$ cat src/rtl/sysreg_gate_pkg.sv
package sysreg_gate_pkg;
  localparam int REG_W  = 128;
  localparam int HALF_W = REG_W / 2;
  localparam int SYN_W  = 8;
  localparam int SLOT_W = 12;
  localparam int OUT_W  = 5;

  localparam logic [OUT_W-1:0] OC_DONE  = 5'b10000;
  localparam logic [OUT_W-1:0] OC_REDIR = 5'b01000;
  localparam logic [OUT_W-1:0] OC_TRAP2 = 5'b00100;
  localparam logic [OUT_W-1:0] OC_TRAP3 = 5'b00010;
  localparam logic [OUT_W-1:0] OC_UNDEF = 5'b00001;

  localparam logic [SYN_W-1:0] SYN_NARROW = 8'h18;
  localparam logic [SYN_W-1:0] SYN_WIDE   = 8'h14;
  localparam logic [SLOT_W-1:0] SLOT_OFF  = 12'h020;
endpackage

$ cat src/rtl/access_decider.sv
module access_decider
  import sysreg_gate_pkg::*;
(
  input  logic             clk,
  input  logic             rst_n,
  input  logic             valid,
  input  logic [1:0]       level,
  input  logic             wide,
  input  logic [2:0]       nv_ctl,
  input  logic             top_present,
  input  logic             wide_en,
  input  logic             undef_first,
  input  logic             alt_undef,
  input  logic             wide_feature,
  output logic [OUT_W-1:0] oc,
  output logic [SYN_W-1:0] syn
);
  logic wide_gated;
  assign wide_gated = wide && top_present && !wide_en;

  always_comb begin
    oc  = '0;
    syn = '0;
    if (valid) begin
      if (wide && !wide_feature) begin
        oc = OC_UNDEF;
      end else begin
        unique case (level)
          2'd0: oc = OC_UNDEF;
          2'd1: begin
            if (nv_ctl[2] && nv_ctl[0]) begin
              oc = OC_REDIR;
            end else if (nv_ctl[0]) begin
              oc  = OC_TRAP2;
              syn = wide ? SYN_WIDE : SYN_NARROW;
            end else begin
              oc = OC_UNDEF;
            end
          end
          2'd2: begin
            if (wide_gated) begin
              if (undef_first || alt_undef) begin
                oc = OC_UNDEF;
              end else begin
                oc  = OC_TRAP3;
                syn = SYN_WIDE;
              end
            end else begin
              oc = OC_DONE;
            end
          end
          default: oc = OC_DONE;
        endcase
      end
    end
  end

  assert_one_outcome_R10: assert property (@(posedge clk) disable iff (!rst_n)
    valid |-> $countones(oc) == 1);
  assert_idle_quiet_R10: assert property (@(posedge clk) disable iff (!rst_n)
    !valid |-> oc == '0);
  assert_syn_only_trap_R10: assert property (@(posedge clk) disable iff (!rst_n)
    (oc != OC_TRAP2 && oc != OC_TRAP3) |-> syn == '0);
  assert_level0_undef_R1: assert property (@(posedge clk) disable iff (!rst_n)
    (valid && level == 2'd0) |-> oc == OC_UNDEF);
  assert_level3_done_R8: assert property (@(posedge clk) disable iff (!rst_n)
    (valid && level == 2'd3 && (wide_feature || !wide)) |-> oc == OC_DONE);
  assert_nofeat_undef_R9: assert property (@(posedge clk) disable iff (!rst_n)
    (valid && wide && !wide_feature) |-> oc == OC_UNDEF);
endmodule

$ cat src/rtl/base_reg_store.sv
module base_reg_store
  import sysreg_gate_pkg::*;
(
  input  logic             clk,
  input  logic             rst_n,
  input  logic             wr_en,
  input  logic             rd_en,
  input  logic             wide,
  input  logic [REG_W-1:0] wdata,
  output logic [REG_W-1:0] rdata
);
  logic [REG_W-1:0] q;

  for (genvar h = 0; h < 2; h++) begin : g_half
    logic hit;
    assign hit = wr_en && ((h == 0) || wide);
    always_ff @(posedge clk or negedge rst_n) begin
      if (!rst_n)   q[h*HALF_W +: HALF_W] <= '0;
      else if (hit) q[h*HALF_W +: HALF_W] <= wdata[h*HALF_W +: HALF_W];
    end
  end

  always_comb begin
    rdata = '0;
    if (rd_en) begin
      rdata[HALF_W-1:0] = q[HALF_W-1:0];
      if (wide) rdata[REG_W-1:HALF_W] = q[REG_W-1:HALF_W];
    end
  end

  assert_upper_kept_R5: assert property (@(posedge clk) disable iff (!rst_n)
    !(wr_en && wide) |=> $stable(q[REG_W-1:HALF_W]));
  assert_hold_when_idle_R11: assert property (@(posedge clk) disable iff (!rst_n)
    !wr_en |=> $stable(q));
  assert_quiet_read_R12: assert property (@(posedge clk) disable iff (!rst_n)
    !rd_en |-> rdata == '0);
endmodule

$ cat src/rtl/sysreg_gate.sv
module sysreg_gate
  import sysreg_gate_pkg::*;
(
  input  logic              clk,
  input  logic              rst_n,
  input  logic              req_valid,
  output logic              req_ready,
  input  logic [1:0]        req_level,
  input  logic              req_write,
  input  logic              req_wide,
  input  logic [REG_W-1:0]  req_wdata,
  input  logic [2:0]        nv_ctl,
  input  logic              top_level_present,
  input  logic              wide_enable,
  input  logic              undef_first,
  input  logic              alt_undef,
  input  logic              wide_feature,
  output logic [OUT_W-1:0]  outcome,
  output logic [SYN_W-1:0]  syndrome,
  output logic [SLOT_W-1:0] mem_slot,
  output logic [REG_W-1:0]  rdata
);
  logic done;

  assign req_ready = 1'b1;

  access_decider u_dec (
    .clk          (clk),
    .rst_n        (rst_n),
    .valid        (req_valid),
    .level        (req_level),
    .wide         (req_wide),
    .nv_ctl       (nv_ctl),
    .top_present  (top_level_present),
    .wide_en      (wide_enable),
    .undef_first  (undef_first),
    .alt_undef    (alt_undef),
    .wide_feature (wide_feature),
    .oc           (outcome),
    .syn          (syndrome)
  );

  assign done     = outcome == OC_DONE;
  assign mem_slot = (outcome == OC_REDIR) ? SLOT_OFF : '0;

  base_reg_store u_store (
    .clk   (clk),
    .rst_n (rst_n),
    .wr_en (done && req_write),
    .rd_en (done && !req_write),
    .wide  (req_wide),
    .wdata (req_wdata),
    .rdata (rdata)
  );

  assert_rdata_gated_R12: assert property (@(posedge clk) disable iff (!rst_n)
    (outcome != OC_DONE) |-> rdata == '0);
  assert_slot_gated_R2: assert property (@(posedge clk) disable iff (!rst_n)
    (outcome != OC_REDIR) |-> mem_slot == '0);
endmodule

$ cat config.mk
export PLATFORM = sky130hd
export DESIGN_NAME = sysreg_gate
export DESIGN_NICKNAME = d
export VERILOG_FILES = /design/src/rtl/sysreg_gate_pkg.sv /design/src/rtl/access_decider.sv /design/src/rtl/base_reg_store.sv /design/src/rtl/sysreg_gate.sv
export SDC_FILE = /design/constraint.sdc
export NUM_CORES = 1
export LEC_CHECK = 0
export BUFFER_PORTS_ARGS = -buffer_cell sky130_fd_sc_hd__buf_2
export CAP_MARGIN = 15
export CELL_PAD_IN_SITES_DETAIL_PLACEMENT = 0
export CELL_PAD_IN_SITES_GLOBAL_PLACEMENT = 1
export CORE_MARGIN = 2
export CORE_UTILIZATION = 38
export CTS_CLUSTER_SIZE = 8
export DETAILED_ROUTE_END_ITERATION = 16
export GPL_ROUTABILITY_DRIVEN = 0
export PLACE_DENSITY_LB_ADDON = 0.1
export SLEW_MARGIN = 15
export SYNTH_ARGS = -nofsm -noshare
export SYNTH_HDL_FRONTEND = slang
export SYNTH_SLANG_ARGS = --single-unit
$ cat constraint.sdc
create_clock -name clk -period 4.5 [get_ports clk]
set_input_delay 0.675 -clock clk [delete_from_list [all_inputs] [get_ports clk]]
set_output_delay 0.675 -clock clk [all_outputs]
set_load 0.05 [all_outputs]
# ---- Word-level counts from Yosys, hierarchy flattened
# Index checks and enable logic that the tools add are counted.
dict set report classes {
  eq_ne 4
  mux 18
  n_reduce_logical 12
}
# op n
set ops {}
lappend ops {{2-to-1 mux 128 bit} 1}
lappend ops {{2-to-1 mux 64 bit} 1}
lappend ops {{2-to-1 mux 8 bit} 5}
lappend ops {{2-to-1 mux 5 bit} 5}
lappend ops {{case mux 8 bit (2 select lines)} 1}
lappend ops {{case mux 5 bit (3 select lines)} 1}
lappend ops {{logical AND 1 bit} 7}
lappend ops {{2-to-1 mux 6 bit} 1}
lappend ops {{equality test 5 x 4 -> 1 bit (second input constant)} 1}
lappend ops {{equality test 5 bit (second input constant)} 1}
lappend ops {{2-to-1 mux 4 bit} 1}
lappend ops {{zero test 1 bit} 3}
lappend ops {{2-to-1 mux 3 bit} 1}
lappend ops {{equality test 2 x 1 -> 1 bit (second input constant)} 1}
lappend ops {{equality test 2 bit (second input constant)} 1}
lappend ops {{zero test 2 bit} 1}
lappend ops {{2-to-1 mux 2 bit} 1}
lappend ops {{logical OR 1 bit} 1}
dict set report word_totals {
  regBits 128
  in_bits 143
  output_inout_bits 154
  word_cells 36
}

# ---- Longest topological paths before layout
# Gate-level depths: netlist (run 1).
dict set report logic_depth {
  word_depth 9
  depth_mapped 8
  ltp_nobuf 6
}

# ---- By module
# From an unflattened synthesis (run 1), not the netlist that was laid out.
dict set report unflattened {
  cells_unflattened 474
  area_unflattened_um2 6080.8
}
# mod instances cells_per_inst area_each_um2 seq_area_each_um2
set modules_own_cells {}
lappend modules_own_cells {base_reg_store 1 419 5680.4 3203.1}
lappend modules_own_cells {access_decider 1 36 244.0 0.0}
lappend modules_own_cells {sysreg_gate 1 19 156.4 0.0}

# ---- Least setup slack after synthesis (run 1)
# No wires, ideal clock.
dict set report synth_path {
  path_type {input -> output}
  startpoint {input req_level[0]}
  endpoint {output mem_slot[5]}
  t_arrival_ps 3351
  t_required_ps 3825
  setup_slack_ps 474
  path_stages 3
  n_path_buf 0
  cell_sequence {ha_1 -> nor3_1 -> nor3b_1}
}
dict set report synth_between {
  elab_chain_cells 6
  elab_cells_between_ends 8
  classes_between {eq/ne (3); mux (4); reduce/logical (1)}
}
# item line_no
set synth_lines {}
lappend synth_lines {{from (decl)} sysreg_gate.sv:8} ;# input logic [1:0] req_level,
lappend synth_lines {{equality test 2 bit (tied with other cells)} access_decider.sv:28} ;# unique case (level)
lappend synth_lines {{case mux 5 bit (3 select lines) *} access_decider.sv:28}
lappend synth_lines {{2-to-1 mux 5 bit *} access_decider.sv:25} ;# if (wide && !wide_feature) begin
lappend synth_lines {{2-to-1 mux 5 bit *} access_decider.sv:24} ;# if (valid) begin
lappend synth_lines {{net outcome[3]} sysreg_gate.sv:18} ;# output logic [OUT_W-1:0] outcome,
lappend synth_lines {{equality test 5 x 4 -> 1 bit *} sysreg_gate.sv:44} ;# assign mem_slot = (outcome == OC_REDIR) ? SLOT_OFF : '0;
lappend synth_lines {{2-to-1 mux 6 bit *} sysreg_gate.sv:44}
lappend synth_lines {{to (decl)} sysreg_gate.sv:20} ;# output logic [SLOT_W-1:0] mem_slot,
# The timed path passes the listed nets; every way through them passes the cells marked *.

# ---- Final worst setup path (run 1)
dict set report layout_path {
  startpoint {input req_level[1]}
  endpoint {output rdata[80]}
}
dict set report layout_between {
  elab_chain_cells 7
  elab_cells_between_ends 9
  classes_between {eq/ne (3); mux (4); reduce/logical (2)}
}
# item line_no
set layout_lines {}
lappend layout_lines {{equality test 2 bit (tied with other cells)} access_decider.sv:28}
lappend layout_lines {{case mux 5 bit (3 select lines) *} access_decider.sv:28}
lappend layout_lines {{2-to-1 mux 5 bit *} access_decider.sv:25}
lappend layout_lines {{2-to-1 mux 5 bit *} access_decider.sv:24}
lappend layout_lines {{equality test 5 bit *} sysreg_gate.sv:43} ;# assign done = outcome == OC_DONE;
lappend layout_lines {{logical AND 1 bit *} sysreg_gate.sv:50} ;# .rd_en (done && !req_write),
lappend layout_lines {{2-to-1 mux 128 bit *} base_reg_store.sv:25} ;# if (rd_en) begin
lappend layout_lines {{to (decl)} sysreg_gate.sv:21} ;# output logic [REG_W-1:0] rdata
# Mark *: on every way between the ends. The rest lies on a longest branch, timed or not.

==> metrics, run 1 <==
CTS Buf Count=17; Cell Pwr Density=440 nW/um^2; fillers=1440; WP data arrival=2940 ps; WL/cell=15.8 um; synthesized flop and latch total=128; sequential fraction of the synthesis area=52.9%; setup TNS=0 ps; post-synth cell types=26; Synth top area share=52.9%; max FFs per register=128; clk root buf=clkbuf_16; port bufs=278; drt first pass iters=4; largest family of logic cells by synthesized area=multiplexers; first-pass GRT wire length=23.2 mm; via count=4507; Max IR drop VDD=0.213 mV; initial antenna violation count=1; multiplexer share of the synthesized area=23.8%; Finish-stage setup viols=0; Top reg by flops=u_store.q; Initial DRC Count=125; synthesized-area fraction occupied by and/or/nand/nor cells=15.5%; Die Wd=130 um; fmax=0.277 GHz; vias per inst=4.65; Cell Rows=46; Adder-Cell Fraction of Synth Area=0.826%; layout cell share with drive strength beyond 1=57.3%; Clock transition at path regs=60 ps; Initial Util=38.5%; worst slew pin tran=1050 ps; Critical Path Fanout Max=128; Slew HR=29.7%; most frequent cells in the layout=buf_2 (277), dfrtp_1 (128), mux2_2 (113); unrepaired setup endpoints after global routing=false; status=completed; Final Cycle Share=80.3%; insertion delay to the later sink of the worst-skew pair=400 ps; drc violations=0; XOR/XNOR share of the synthesized area=0%; most common cell after layout, fill and taps aside=buf_2; nets=888; area of the multi-input gates=2550 sq um; max cap viols=0; vias in the first global route=4516; dpl ws=909 ps; hold crit path type=in2async; Post-CTS Hold Fix Bufs=0; average size of a mapped cell=12.8 sq um; CTS max path bufs=2; final setup margin=886 ps; DIE AREA=17000 sq um; Core Footprint=15700 sq um; Yosys warning total=0; Placed Area=7500 sq um; Worst Path Required=3830 ps; htree depth=4; n_diodes=0; area delta synth->final=33.5%; Tot GR Track Use=18.0%; Setup Skew=0 ps; Compound-Gate Fraction of Synth Area=0.785%; biggest regs=u_store.q x128; storage element area=3200 sq um; setup bufs post-CTS=0; cell count after synthesis=474; final hold violations=0; design area=8090 sq um; kind of critical path=in2out; I/O pins=297; die height=130 um; Slew Limit Fails=0; Mapped Area=6060 sq um; DP Wirelength=10.7 mm; TritonCTS clock tree=yes; Startpoint Class=input port; total gr overflow=0; Tmin final=3610 ps; P_leak=4.42 nW; CTS resizes=0; Worst setup EP type=primary output; Post-DRT Antenna Nets=0; Total Wirelength=15.3 mm; top cells by area, synth=dfrtp_1 (53%), mux2_2 (21%), and2_1 (6.7%); TritonCTS Sinks=128; post-synth top area cell=dfrtp_1; largest net degree at the start of global routing=129
[synth_stat cells, drive strengths merged]
cell and number:
a21oi 3, buf 31, and2 65, and3 64
nand3 2, mux2 128, o21ai 1, nor3 6
nor3b 2, nand2 6, conb 2, clkbuf 20
nand2b 1, inv 3, ha 4, nor2 3
nand3b 2, and4b 1, dfrtp 128, a31oi 2
[stage by stage]
step | utilization, % | instances | power (W) | hold slack [ps]
2_1_floorplan | - | 489 | 0.00205 | 379
3_3_place_gp | 47.7 | 938 | 0.00219 | 460
3_5_place_dp | 47.7 | 938 | 0.00224 | 474
4_1_cts | 51.5 | 970 | 0.00361 | 383
5_1_grt | 51.5 | 970 | 0.00375 | 415
6_report | 51.5 | 970 | 0.00356 | 354
[area by class of cell]
type | instances | area share, %
flip-flops and latches | 128 | 39.6
multi-input cells | 307 | 31.6
repair buffers | 284 | 18.1
clock buffers | 22 | 5.86
well taps | 216 | 3.34
clock inverters | 10 | 1.36
inverters | 3 | 0.139
[routing by layer]
layer	up-vias	wire length (um)	GRT usage (%)	share of wire [%]
li1	2133	-	-	-
met3	19	1410	6.85	9.2
met4	2	238	6.51	1.6
met5	-	16	0	0.10
met1	2169	5880	20.6	38
met2	184	7780	30.7	51
[worst max-delay path, cell delays in order]
cell and delay, ps:
buf_2 110, inv_1 60, ha_1 220, nor2_1 190, a31oi_4 140, nor3_2 120, buf_4 820, and3_1 280
buf_2 270
[final timing paths]
path,end,from,depth (start not counted),slack [ps]
max,rdata[80],req_level[1],9,890
min,u_store.q[48],rst_n,1,350
max in group asynchronous,u_store.q[100],rst_n,2,3150
max reg2reg,u_store.q[6],u_store.q[6],1,3720
min reg2reg,u_store.q[71],u_store.q[71],1,480
min in group clk,u_store.q[71],u_store.q[71],1,480
[kinds of logic (layout without fill, tap and decap cells)]
| logic type | Yosys count | count (layout) |
|---|---|---|
| and+or+nand+nor | 152 | 152 |
| muxes | 128 | 128 |
| DFF | 128 | 128 |
| buffers and inverters | 54 | 319 |
| AOI/OAI and AO/OA | 6 | 6 |
| adders and majority gates | 4 | 4 |
| other | 2 | 17 |
[report_power, final]
group          switching [W]  internal (W)  total (W)
clock network       0.000493      0.000855    0.00135
registers           0.000130       0.00146    0.00159
logic               0.000308      0.000309   0.000617
total               0.000931       0.00262    0.00356
(Power assumes the default switching activity.)
==> run 2: changes to the inputs <==
--- a/config.mk
+++ b/config.mk
@@ -5,12 +5,13 @@
 export SDC_FILE = /design/constraint.sdc
 export NUM_CORES = 1
 export LEC_CHECK = 0
+export ABC_AREA = 1
 export BUFFER_PORTS_ARGS = -buffer_cell sky130_fd_sc_hd__buf_2
 export CAP_MARGIN = 15
 export CELL_PAD_IN_SITES_DETAIL_PLACEMENT = 0
 export CELL_PAD_IN_SITES_GLOBAL_PLACEMENT = 1
 export CORE_MARGIN = 2
-export CORE_UTILIZATION = 38
+export CORE_UTILIZATION = 33
 export CTS_CLUSTER_SIZE = 8
 export DETAILED_ROUTE_END_ITERATION = 16
 export GPL_ROUTABILITY_DRIVEN = 0
==> constraint.sdc (replaced) <==
create_clock -name clk -period 3.8 [get_ports clk]
set_input_delay 0.57 -clock clk [delete_from_list [all_inputs] [get_ports clk]]
set_output_delay 0.57 -clock clk [all_outputs]
set_load 0.05 [all_outputs]
==> metrics, run 2 <==
Total Wirelength=20.4 mm (was 15.3 mm); DP Wirelength=13.0 mm (was 10.7 mm); CTS max path bufs=2 (unchanged); vias per inst=4.52 (was 4.65); most frequent cell after synthesis=nand2_1 (was dfrtp_1); fillers=2241 (was 1440); most frequent cells after synthesis=nand2_1 (331), dfrtp_1 (128), nor2_1 (117) (was dfrtp_1 (128), mux2_2 (113), and2_1 (65)); Startpoint Class=input port (unchanged); port bufs=278 (unchanged); number of synthesized flops with an enable pin=0 (unchanged); post-synth cell types=25 (was 26); unrepaired setup endpoints after global routing=false (unchanged); status=completed (unchanged); final design utilization=43.2% (was 51.5%); Core Footprint=20200 sq um (was 15700 sq um); Synth top area share=47.3% (was 52.9%); max cap viols=0 (unchanged); Mapped Area=6780 sq um (was 6060 sq um); CTS resizes=0 (unchanged); largest net degree at the start of global routing=131 (was 129); Cell Rows=52 (was 46); average size of a mapped cell=7.45 sq um (was 12.8 sq um); drc violations=0 (unchanged); I/O pins=297 (unchanged); Initial DRC Count=314 (was 125); Post-CTS Hold Fix Bufs=0 (unchanged); P_leak=5.05 nW (was 4.42 nW); kind of critical path=in2out (unchanged); Worst Path Required=3230 ps (was 3830 ps); sequential fraction of the synthesis area=47.3% (was 52.9%); worst slew pin tran=692 ps (was 1050 ps); post-synth top area cell=dfrtp_1 (unchanged); Clock transition at path regs=60 ps (about the same); placed cell count=1397 (was 938); Post-synth ARST share=100% (unchanged); htree depth=4 (unchanged); Finish-stage setup viols=0 (unchanged); Final Non-Filler Cells=1432 (was 970); most common cell after layout, fill and taps aside=nand2_1 (was buf_2); Top reg by flops=u_store.q (unchanged); Tot GR Track Use=18.7% (was 18.0%); Tmin final=3120 ps; Setup Skew=0 ps (unchanged); Main synth FF type=dfrtp_1 (unchanged); CTS Buf Count=17 (unchanged); biggest regs=u_store.q x128 (unchanged); synthesized flop and latch total=128 (unchanged); die height=147 um (was 130 um); WP data arrival=2550 ps (was 2940 ps); Crit path max-delay family=simple AND/OR/NAND/NOR gates (was buffers and inverters); insertion delay to the later sink of the worst-skew pair=410 ps (was 400 ps); via count=6471 (was 4507); setup bufs post-CTS=0 (unchanged); Critical Path Fanout Max=56 (was 128); Slew Limit Fails=0 (unchanged); top cells by area, synth=dfrtp_1 (47%), nand2_1 (18%), nor2_1 (6.5%) (was dfrtp_1 (53%), mux2_2 (21%), and2_1 (6.7%)); cell count after synthesis=910 (was 474); slowest stage cell on the critical path=buf_12 (was buf_4); clk root buf=clkbuf_16 (unchanged); Post-DRT Antenna Nets=0 (unchanged); Die Wd=147 um (was 130 um); nets=1293 (was 888); drt first pass iters=6 (was 4); Placed Area=8130 sq um (was 7500 sq um); critical path's largest stage delay=290 ps (was 820 ps); final hold violations=0 (unchanged); area delta synth->final=28.5% (was 33.5%); TritonCTS clock tree=yes (unchanged); design area=8710 sq um (was 8090 sq um); most frequent cells in the layout=nand2_1 (331), buf_2 (275), dfrtp_1 (128) (was buf_2 (277), dfrtp_1 (128), mux2_2 (113)); worst hold slack=154 ps (was 354 ps); setup TNS=0 ps (unchanged); Max IR drop VDD=0.270 mV (was 0.213 mV); hold crit path type=in2async (unchanged); WL/cell=14.3 um (was 15.8 um); layout cell share with drive strength beyond 1=30.0% (was 57.3%); initial antenna violation count=3 (was 1); Cell Pwr Density=496 nW/um^2 (was 440 nW/um^2); Final Cycle Share=82.1%; first-pass GRT wire length=32.4 mm (was 23.2 mm); Slew HR=53.9% (was 29.7%); total gr overflow=0 (unchanged); vias in the first global route=6133 (was 4516); DIE AREA=21700 sq um (was 17000 sq um); TritonCTS Sinks=128 (unchanged); fmax=0.320 GHz; crit path buf inv count=4 (unchanged); CP cell instances=buf_2 -> inv_1 -> ha_1 -> a21oi_1 -> nand2_1 -> nand2_1 -> nand3_2 -> nor2_4 -> nand2_4 -> buf_12 -> nor2_1 -> buf_2 (was buf_2 -> inv_1 -> ha_1 -> nor2_1 -> a31oi_4 -> nor3_2 -> buf_4 -> and3_1 -> buf_2); max FFs per register=128 (unchanged); Initial Util=33.6% (was 38.5%); Worst setup EP type=primary output (unchanged); Yosys warning total=0 (unchanged)
## run 2: changes by cell type in the layout (fill, tap and decap cells not counted), sizes merged, moves of 5 or more
cell | before | now
nand2 | 6 | 333
nor2 | 3 | 138
mux2 | 128 | 0
inv | 3 | 79
nand3 | 2 | 68
nand4 | 0 | 65
and2 | 65 | 1
and3 | 64 | 0
buf | 284 | 289
## run 2: power by group
| group | switching [W] | leakage, nW | internal [W] |
|---|---|---|---|
| Combinational | 0.000547 | 3.14 | 0.000281 |
| Sequential | 0.000186 | 1.62 | 0.00173 |
| Clock | 0.000622 | 0.283 | 0.000954 |
| Total | 0.00135 | 5.05 | 0.00296 |
## run 2: metrics by stage
stage	worst slack [ps]	total power, W
floorplan	715	0.00254
finish	678	0.00432
detailed placement	650	0.00277
global placement	650	0.00275
global route	449	0.00461
CTS	646	0.00438
## run 2: worst paths after layout
check | from | endpoint | slack [ps] | cells after the start
min | rst_n | u_store.q[59] | 150 | 1
min reg2reg | u_store.q[39] | u_store.q[39] | 470 | 2
max reg2reg | u_store.q[25] | u_store.q[25] | 3170 | 2
max in group asynchronous | rst_n | u_store.q[22] | 2810 | 2
min in group clk | req_wdata[57] | u_store.q[57] | 390 | 3
max | req_level[1] | rdata[121] | 680 | 12
## run 2: logic make-up after synthesis
| family | synth area share [%] |
|---|---|
| simple gates | 38.9 |
| other cells | 0.111 |
| compound gates | 0.148 |
| flops | 47.3 |
| buf+inv | 12.9 |
| fa+ha+maj | 0.738 |
## run 2: per-layer routing
layer	global-route usage (%)	vias up	share of wire [%]	wire (um)
met5	0	-	0.064	13
met3	6.30	19	8.0	1630
met2	29.2	184	45	9290
li1	-	3257	-	-
met1	24.7	3009	45	9270
met4	5.58	2	1.2	240
## run 2: final cells by class
type                    instances  area [sq um]  share of cell area [%]
clock buffers                  20           467                    5.36
inverters                      77           289                    3.32
flip-flops and latches        128          3200                    36.8
multi-input cells             633          2760                    31.7
repair buffers                289          1540                    17.6
well taps                     270           338                    3.88
diodes                          3          7.51                  0.0862
clock inverters                12           109                    1.25
